`src/rtl/qrm_pkg.sv`:
```
package qrm_pkg;
  localparam int PHASE_W = 2;
  typedef logic [PHASE_W-1:0] phase_t;

  // in-phase carrier: +1 +1 -1 -1 -> negate on phases 2,3
  function automatic logic neg_for_i(input phase_t ph);
    return ph[1];
  endfunction

  // quadrature carrier: -1 +1 +1 -1 -> negate on phases 0,3
  function automatic logic neg_for_q(input phase_t ph);
    return ~(ph[1] ^ ph[0]);
  endfunction
endpackage

```
`src/rtl/qrm_phase_gen.sv`:
```
module qrm_phase_gen
  import qrm_pkg::*;
(
  input  logic   clk,
  input  logic   rst,
  input  logic   adv,
  output phase_t phase
);
  always_ff @(posedge clk) begin
    if (rst)      phase <= '0;
    else if (adv) phase <= phase + 1'b1;
  end
endmodule

```
`src/rtl/qrm_sign_sel.sv`:
```
module qrm_sign_sel #(
  parameter int W = 12
) (
  input  logic [W-1:0] din,
  input  logic         neg,
  output logic [W-1:0] dout
);
  localparam logic [W-1:0] MOST_NEG = {1'b1, {(W-1){1'b0}}};
  localparam logic [W-1:0] MOST_POS = {1'b0, {(W-1){1'b1}}};

  always_comb begin
    if (!neg)                dout = din;
    else if (din == MOST_NEG) dout = MOST_POS;
    else                     dout = (~din) + 1'b1;
  end
endmodule

```
`src/rtl/qrm_sum_reg.sv`:
```
module qrm_sum_reg #(
  parameter int W = 12
) (
  input  logic         clk,
  input  logic         rst,
  input  logic         vld_in,
  input  logic [W-1:0] a,
  input  logic [W-1:0] b,
  output logic         vld_out,
  output logic [W:0]   sum
);
  logic [W:0] a_ext, b_ext;
  assign a_ext = {a[W-1], a};
  assign b_ext = {b[W-1], b};

  always_ff @(posedge clk) begin
    if (rst) vld_out <= 1'b0;
    else     vld_out <= vld_in;
  end

  always_ff @(posedge clk) begin
    if (rst)         sum <= '0;
    else if (vld_in) sum <= a_ext + b_ext;
  end
endmodule

```
`src/rtl/qrm_upmix_top.sv`:
```
module qrm_upmix_top
  import qrm_pkg::*;
#(
  parameter int DATA_W = 12
) (
  input  logic              clk,
  input  logic              rst,
  input  logic              in_valid,
  input  logic [DATA_W-1:0] in_i,
  input  logic [DATA_W-1:0] in_q,
  output logic              out_valid,
  output logic [DATA_W:0]   out_if
);
  localparam int LANES = 2;

  phase_t            phase;
  logic [DATA_W-1:0] lane_in  [LANES];
  logic [DATA_W-1:0] lane_out [LANES];
  logic              lane_neg [LANES];

  qrm_phase_gen u_phase (
    .clk  (clk),
    .rst  (rst),
    .adv  (in_valid),
    .phase(phase)
  );

  assign lane_in[0]  = in_i;
  assign lane_in[1]  = in_q;
  assign lane_neg[0] = neg_for_i(phase);
  assign lane_neg[1] = neg_for_q(phase);

  for (genvar g = 0; g < LANES; g++) begin : g_lane
    qrm_sign_sel #(.W(DATA_W)) u_sel (
      .din (lane_in[g]),
      .neg (lane_neg[g]),
      .dout(lane_out[g])
    );
  end

  qrm_sum_reg #(.W(DATA_W)) u_sum (
    .clk    (clk),
    .rst    (rst),
    .vld_in (in_valid),
    .a      (lane_out[0]),
    .b      (lane_out[1]),
    .vld_out(out_valid),
    .sum    (out_if)
  );
endmodule

```
`config.mk`:
```
export PLATFORM = sky130hd
export DESIGN_NAME = qrm_upmix_top
export DESIGN_NICKNAME = d
export VERILOG_FILES = /design/src/rtl/qrm_pkg.sv /design/src/rtl/qrm_phase_gen.sv /design/src/rtl/qrm_sign_sel.sv /design/src/rtl/qrm_sum_reg.sv /design/src/rtl/qrm_upmix_top.sv
export SDC_FILE = /design/constraint.sdc
export NUM_CORES = 1
export LEC_CHECK = 0
export BUFFER_PORTS_ARGS = -buffer_cell sky130_fd_sc_hd__buf_2
export CAP_MARGIN = 40
export CORE_ASPECT_RATIO = 1.75
export CORE_MARGIN = 4
export CORE_UTILIZATION = 30
export DETAILED_ROUTE_END_ITERATION = 8
export PLACE_DENSITY = 0.56
export SLEW_MARGIN = 5
export SYNTH_ARGS = -nofsm -noshare
export SYNTH_HDL_FRONTEND = slang
export SYNTH_HIERARCHICAL = 1
export SYNTH_SLANG_ARGS = --single-unit
```
`constraint.sdc`:
```
create_clock -name clk -period 4.1 [get_ports clk]
set_clock_uncertainty 0.2 [all_clocks]
set_input_delay 0 -clock clk [delete_from_list [all_inputs] [get_ports clk]]
set_output_delay 0 -clock clk [all_outputs]
set_load 0.01 [all_outputs]
```
Word-level counts from Yosys, hierarchy flattened
Cells that the tools add are included.
{"block": "totals", "output_inout_bits": 14, "ff_bits": 16, "inputBits": 27}
{"block": "classes", "n_mux": 4, "addsub": 4, "eq_ne": 2, "bitwise": 3}
{"op": "two-way mux 12 bit", "n": 4}
{"op": "adder 12 x 1 -> 12 bit, second input constant", "n": 2}
{"op": "== test 12 bit, second input constant", "n": 2}
{"op": "inverter 12 bit", "n": 2}
{"op": "adder 12 x 12 -> 13 bit", "n": 1}
{"op": "adder 2 x 1 -> 2 bit, second input constant", "n": 1}
{"op": "XOR 1 bit", "n": 1}

Logic depth before layout (Yosys ltp)
Gate-level depths: netlist (run 1).
{"block": "depth", "ltp_word": 5, "depth_mapped": 13, "ltp_nobuf": 13}

By module
The synthesis (run 1) kept the hierarchy.
{"mod": "qrm_sum_reg", "area_each_um2": 1068.5, "n_inst": 1, "cells_per_inst": 124, "seq_area_each_um2": 280.3}
{"mod": "qrm_sign_sel", "area_each_um2": 359.1, "n_inst": 2, "cells_per_inst": 54, "seq_area_each_um2": 0.0}
{"mod": "qrm_phase_gen", "area_each_um2": 78.8, "n_inst": 1, "cells_per_inst": 7, "seq_area_each_um2": 40.0}
{"mod": "qrm_upmix_top", "area_each_um2": 8.8, "n_inst": 1, "cells_per_inst": 1, "seq_area_each_um2": 0.0}

Least setup slack after synthesis (run 1)
OpenSTA, ideal clock, no wires.
{"block": "synth_path", "path_type": "flip-flop to flip-flop", "startpoint": "reg u_phase.phase[0]", "endpoint": "reg u_sum.sum[10]", "period_less_slack_ns": 2.897, "required_time_ns": 3.779, "t_arrival_ns": 2.576, "setup_ns": 0.121, "path_stages_with_launch": 11, "slack_ns": 1.203, "path_cell_list": "dfxtp_1 xnor2_1 clkbuf_1 clkbuf_1 o211ai_1 fa_1 a21oi_1 o21ai_2 a2111oi_2 mux2i_1 nand2_1"}
{"item": "start: declaration", "line": "qrm_phase_gen.sv:7", "source": "output phase_t phase"}
{"item": "start signal: assignment", "line": "qrm_phase_gen.sv:11", "source": "else if (adv) phase <= phase + 1'b1;"}
{"item": "end signal: assignment", "line": "qrm_sum_reg.sv:23", "source": "else if (vld_in) sum <= a_ext + b_ext;"}
{"item": "end: declaration", "line": "qrm_sum_reg.sv:10", "source": "output logic [W:0] sum"}

==> results.yml, run 1 <==
power:
  seq_power_share: 0.261
  switchingPower_uw: 306
  clkPwrFrac: 0.189
  comb_power_share: 0.550
  leakage_nw: 0.965
  p_int_uw: 456
  p_sw_frac: 0.401
  powerDensity_nw_per_um2: 343
  ir_worst_vdd_v: 0.000115
synthesis:
  ys_seq_area_frac: 0.171
  synth_cell_types: 54
  synth-seq-cells: 16
  synth_edf_count: 0
  ys.flop_type: "dfxtp_1"
  async_flop_share: 0
  yosys.area.top_type_share: 0.171
  yosys-top-cells-area: "dfxtp_1 (17%), ha_1 (9.3%), nand2_1 (5.8%)"
  postSynthAreaPerCell_um2: 7.81
  ys_warn_count: 6
  syn-cell-area_um2: 1870
  synth_cells: 240
  yosysTopAreaCell: "dfxtp_1"
  syn-num-nets: 282
min_path:
  holdCritPathClass: "primary input to flip-flop"
  hp-start: "in_valid"
  min_to: "u_sum/sum[5]"
  hold_depth: 3
cells_and_area:
  multiInputGateArea_um2: 1480
  syn_to_final_growth_pct: 18.4
  seqCellArea_um2: 320
  fillers: 663
  drive_gt1_frac: 0.233
  postLayoutCoreUtil: 0.372
  fin_nets: 322
  n_antenna_cell: 0
worst_setup_path:
  crit_path_start_kind: "flip-flop"
  path_class: "flip-flop to flip-flop"
  cp_data_arrival_time_ns: 3.10
  required_ns: 4.04
  r2r_cells: 11
  cp_max_fo: 7
  end_kind: "flip-flop"
  r2r_end: "u_sum/sum[10]"
  r2r-start: "u_phase/phase[1]"
  reg2reg_slack_ns: 0.93
  critPathLaunch: "u_phase/phase[1]"
route:
  viasPerCell: 5.12
  wirelength_mm: 4.78
  vias: 1828
  dr_wl_met2_mm: 2.51
  drt-met1-wl_mm: 2.04
  wl_met3_um: 145
  drcViolationCount: 0
  final_antenna_net_count: 0
  drtIter0Drc: 61
  routedWlPerCell_um: 13.4
  dr.pass1.iters: 4
  highest_layer: "met4"
cts:
  clock-sinks: 16
  ctsHoldBuffers: 1
  htreeDepth: 1
  postCtsSetupBuffers: 0
  numCtsBuffers: 3
  cts_tree: "yes"
  clock_latency_ns: 0.25
  clk_path_buf_depth: 2
  clk_pin_slew_ns: 0.07
  ctsResizeCount: 0
  root_buffer: "clkbuf_8"
floorplanning:
  io-pin-count: 41
  dieArea_um2: 7630
  start_util: 0.314
  core_area_um2: 5970
  num_rows: 37
  fp.dieW_um: 67.8
  die_h_um: 113
placed_design:
  port_buffers: 40
  post-dp-hpwl_mm: 4.02
  preCtsSetupSlack_ns: 0.930
  gp_congestion: 0.781
timing:
  min_period_ns: 3.17
  rsz0062_at_grt: "no"
  setup_viol: 0
  hold_viol_final: 0
  slew_headroom: 0.641
  fin_ws_ns: 0.934
  holdWs_ns: 0.0365
  fmax_mhz: 316
  finalSetupTns_ns: 0
  worstMarginPinSlew_ns: 0.535
  finalCritPeriodShare: 0.772
  drv_slew: 0
grt:
  grt_max_degree: 26
  grt_usage: 0.133
  grt_pass1_wl_mm: 8.00
  grt-ovfl-total: 0
  grt_pass1_vias: 1863
  grt_antenna_before_repair: 0
run_status:
  status: "complete, no violations"
job:
  maxCapViolCount: 0
-- cell families after synthesis --
kind of cell | share of synthesized area
AOI/OAI and AO/OA | 0.264
DFF | 0.171
muxes | 0.0374
and+or+nand+nor | 0.314
adders and majority gates | 0.104
xor gates and xnor gates | 0.0701
buffers and inverters | 0.0394
-- layout make-up --
cell class,count,share of cell area
repair buffers,43,0.101
inverters,11,0.0186
multi-input cells,205,0.667
well taps,78,0.0440
flip-flops and latches,16,0.144
clock buffers,4,0.0248
-- stage by stage --
step	area, um2	std cells	total power [mW]
after global placement	2150	352	0.618
final	2220	357	0.762
after floorplan	1870	240	0.509
after detailed placement	2150	352	0.622
after global routing	2220	357	0.832
after CTS	2220	357	0.771
-- power groups by stage --
| stage | Sequential, mW | Clock (mW) | Combinational (mW) |
|---|---|---|---|
| 2_1_floorplan | 0.216 | 0 | 0.293 |
| 3_3_place_gp | 0.203 | 0 | 0.415 |
| 3_5_place_dp | 0.203 | 0 | 0.419 |
| 4_1_cts | 0.200 | 0.150 | 0.421 |
| 5_1_grt | 0.205 | 0.156 | 0.472 |
| 6_report | 0.199 | 0.144 | 0.419 |
-- cells in the final DEF, fill, tap and decap left out, types with 4 or more instances in the layout --
master,synthesis,routed
dfxtp_1,16,16
o21ai_0,8,8
nand3_1,4,4
ha_1,14,14
inv_1,11,11
xor2_1,5,5
nand4b_1,6,6
nand2_1,29,29
nand2b_1,4,4
a21oi_1,7,7
clkbuf_8,0,4
buf_2,1,40
nor2_1,19,19
a31oi_1,8,8
xnor2_1,10,10
a21o_1,4,4
nor3_1,9,9
a211oi_1,8,8
a21oi_2,4,4
a21boi_0,4,4
nor2b_1,5,5
mux2i_1,7,7
-- critical path: stages, from the launching register on --
cell and delay [ns]:
dfxtp_1 0.42, xnor2_1 0.20, and2_1 0.23, nand3_2 0.13, nand2_1 0.08, ha_1 0.20
fa_1 0.42, a21oi_1 0.24, o21ai_2 0.13, a2111oi_2 0.47, mux2i_1 0.25, nand2_1 0.07
-- synth_stat cells, drive strengths merged, types with 3 or more instances --
cell type,count
a21boi,5
and2,4
nor2b,5
xnor2,10
nand2,30
and4,3
o311ai,3
ha,14
nand3,6
a21bo,3
a21oi,11
o21ai,9
a211oi,8
nor3b,3
nor3,9
xor2,5
a31oi,8
mux2i,7
o31ai,3
nor2,19
nand2b,4
a21o,4
dfxtp,16
inv,11
nand4b,6
clkbuf,7
-- sequential cells by signal (all words and copies together) (netlist names) --
register       flops
u_phase/phase      2
u_sum/vld_out      1
u_sum/sum         13
-- worst max path at each step --
stage | endpoint | slack [ns] | depth (start not counted)
finish | u_sum/sum[10] | 0.93 | 11
global route | u_sum/sum[10] | 0.75 | 11
CTS | u_sum/sum[10] | 0.93 | 11
detailed placement | u_sum/sum[10] | 0.93 | 11
global placement | u_sum/sum[10] | 0.97 | 11
floorplan | u_sum/sum[10] | 1.20 | 10
-- metal layers --
metal,global-route usage,up-vias
met5,0,-
met2,0.246,31
li1,-,971
met4,0.0528,0
met1,0.146,822
met3,0.0140,4
Power figures use the tool's default switching activity.
==> inputs of run 2 (changes only) <==
Settings changed: PLACE_DENSITY 0.56 to 0.58.
Clock period 4.1 ns to 2.9 ns, I/O delays scaled along.
==> run 2 against run 1 <==
Combinational power up 81%. Global-route usage is 0.63 points higher. Design area grew 16%. Wire length increased by 4.3%. Die area unchanged. Power grew 63%. Register-to-register slack lost 0.85 ns. Flip-flop and latch count unchanged. Utilization rose by 5.9 points. Critical endpoint unchanged.
==> results.yml, run 2 (synthesized netlist as in run 1, its figures left out) <==
run_status:
  status: "complete, no violations"
route:
  routedWlPerCell_um: 12.6
  viasPerCell: 5.10
  drtIter0Drc: 42
  final_antenna_net_count: 0
  drcViolationCount: 0
  vias: 2009
  dr.pass1.iters: 4
  wirelength_mm: 4.98
power:
  ir_worst_vdd_v: 0.000190
  powerDensity_nw_per_um2: 484
  leakage_nw: 1.16
  p_total_mw: 1.24
floorplanning:
  dieArea_um2: 7630
  io-pin-count: 41
  core_area_um2: 5970
  num_rows: 37
  die_h_um: 113
  fp.dieW_um: 67.8
  start_util: 0.314
worst_setup_path:
  cp_data_arrival_time_ns: 2.76
  crit_path_start_kind: "flip-flop"
  end_kind: "flip-flop"
  path_class: "flip-flop to flip-flop"
  required_ns: 2.84
  cpPeakStageDelay_ns: 0.42
  cp_max_fo: 5
  crit_path_top_delay_cell: "fa_1"
  crit_chain: "xnor2_4 -> and2_4 -> nand3_2 -> o211ai_1 -> buf_4 -> fa_1 -> a21oi_2 -> o21ai_4 -> a2111oi_4 -> mux2i_1 -> nand2_1"
timing:
  rsz0062_at_grt: "yes"
  worstMarginPinSlew_ns: 0.446
  min_period_ns: 2.82
  holdWs_ns: 0.0228
  setup_viol: 0
  finalSetupTns_ns: 0
  fmax_mhz: 355
  drv_slew: 0
  slew_headroom: 0.700
  hold_viol_final: 0
  finalCritPeriodShare: 0.971
cts:
  numCtsBuffers: 3
  clock_latency_ns: 0.26
  htreeDepth: 1
  clk_path_buf_depth: 2
  cts_tree: "yes"
  clk_pin_slew_ns: 0.07
  root_buffer: "clkbuf_8"
  clock-sinks: 16
grt:
  grt_pass1_wl_mm: 8.29
  grt-ovfl-total: 0
  grt_antenna_before_repair: 0
  grt_usage: 0.139
  grt_pass1_vias: 1916
  grt_max_degree: 26
cells_and_area:
  n_antenna_cell: 0
  largest_register_ffs: 13
  mostFrequentLayoutCells: "buf_2 (40), buf_4 (37), nand2_1 (29), nor2_1 (19), dfxtp_1 (14)"
  top_register: "u_sum/sum"
  drive_gt1_frac: 0.351
  fillers: 622
  reg_top3: "u_sum/sum: 13 flops, u_phase/phase: 2 flops, u_sum/vld_out: 1 flops"
  fin_nets: 359
  syn_to_final_growth_pct: 37.3
  layout_commonest_cell: "buf_2"
placed_design:
  gp_congestion: 0.736
  post-dp-hpwl_mm: 4.32
  port_buffers: 40
min_path:
  holdCritPathClass: "primary input to flip-flop"
job:
  maxCapViolCount: 0
-- run 2: changes by cell type in the layout (fill, tap and decap cells not counted), moves of 2 or more --
cell	delta
ha_1	-2
dfxtp_2	+2
a21boi_0	-2
dfxtp_1	-2
ha_2	+2
a21boi_1	+2
buf_4	+35
a21oi_1	-2
buf_6	+2
-- run 2: cell type report --
type	instances	area, um2	area share
inverter	11	41.3	0.0160
sequential	16	323	0.125
tap	78	97.6	0.0379
clock buffer	4	55.1	0.0214
timing repair buffer	80	510	0.198
multi-input combinational	205	1550	0.601
-- run 2: worst paths after layout --
path	start	depth (start not counted)	slack, ns	endpoint
max	u_phase/phase[1]	11	0.08	u_sum/sum[10]
min	in_valid	3	0.02	u_sum/sum[5]
max reg2reg	u_phase/phase[1]	11	0.08	u_sum/sum[10]
min reg2reg	u_sum/sum[5]	2	0.26	u_sum/sum[5]
-- run 2: power by group --
part / leakage [nW] / internal (mW) / switching [mW]
logic: 0.999 / 0.386 / 0.372
clock network: 0.0288 / 0.121 / 0.0831
registers: 0.133 / 0.262 / 0.0205
total: 1.16 / 0.769 / 0.475
-- run 2: per-stage QoR --
step           setup slack, ns  cells   util  instance area, um2
6_report                0.0832    394  0.431                2570
5_1_grt                -0.0174    394  0.431                2570
4_1_cts                 0.0210    391  0.418                2500
3_5_place_dp            -0.107    386  0.404                2410
3_3_place_gp            -0.111    386  0.404                2410
2_1_floorplan          0.00292    240      -                1870
-- run 2: critical path: cells and delay by family, from the launching register on --
family	cells	cell delay [ns]
adder cells (fa/ha/maj)	1	0.42
multiplexers	1	0.24
AO/OA/AOI/OAI	4	0.84
flip-flops	1	0.35
XOR/XNOR	1	0.17
AND/OR/NAND/NOR	3	0.31
buffers and inverters	1	0.16
-- run 2: layer usage --
metal  track usage  routed length (um)
met5             0                   0
met4        0.0569                 103
met3        0.0190                 172
met2         0.266                2800
met1         0.142                1900
-- run 2: timing repair --
item | in CTS | in global routing
setup endpoints to repair | 5 | 6
gates resized for setup | 3 | 15
endpoints found under the hold margin | 9 | 0
pin swaps | 0 | 10
hold buffers | 1 | 0
buffers inserted | 0 | 3
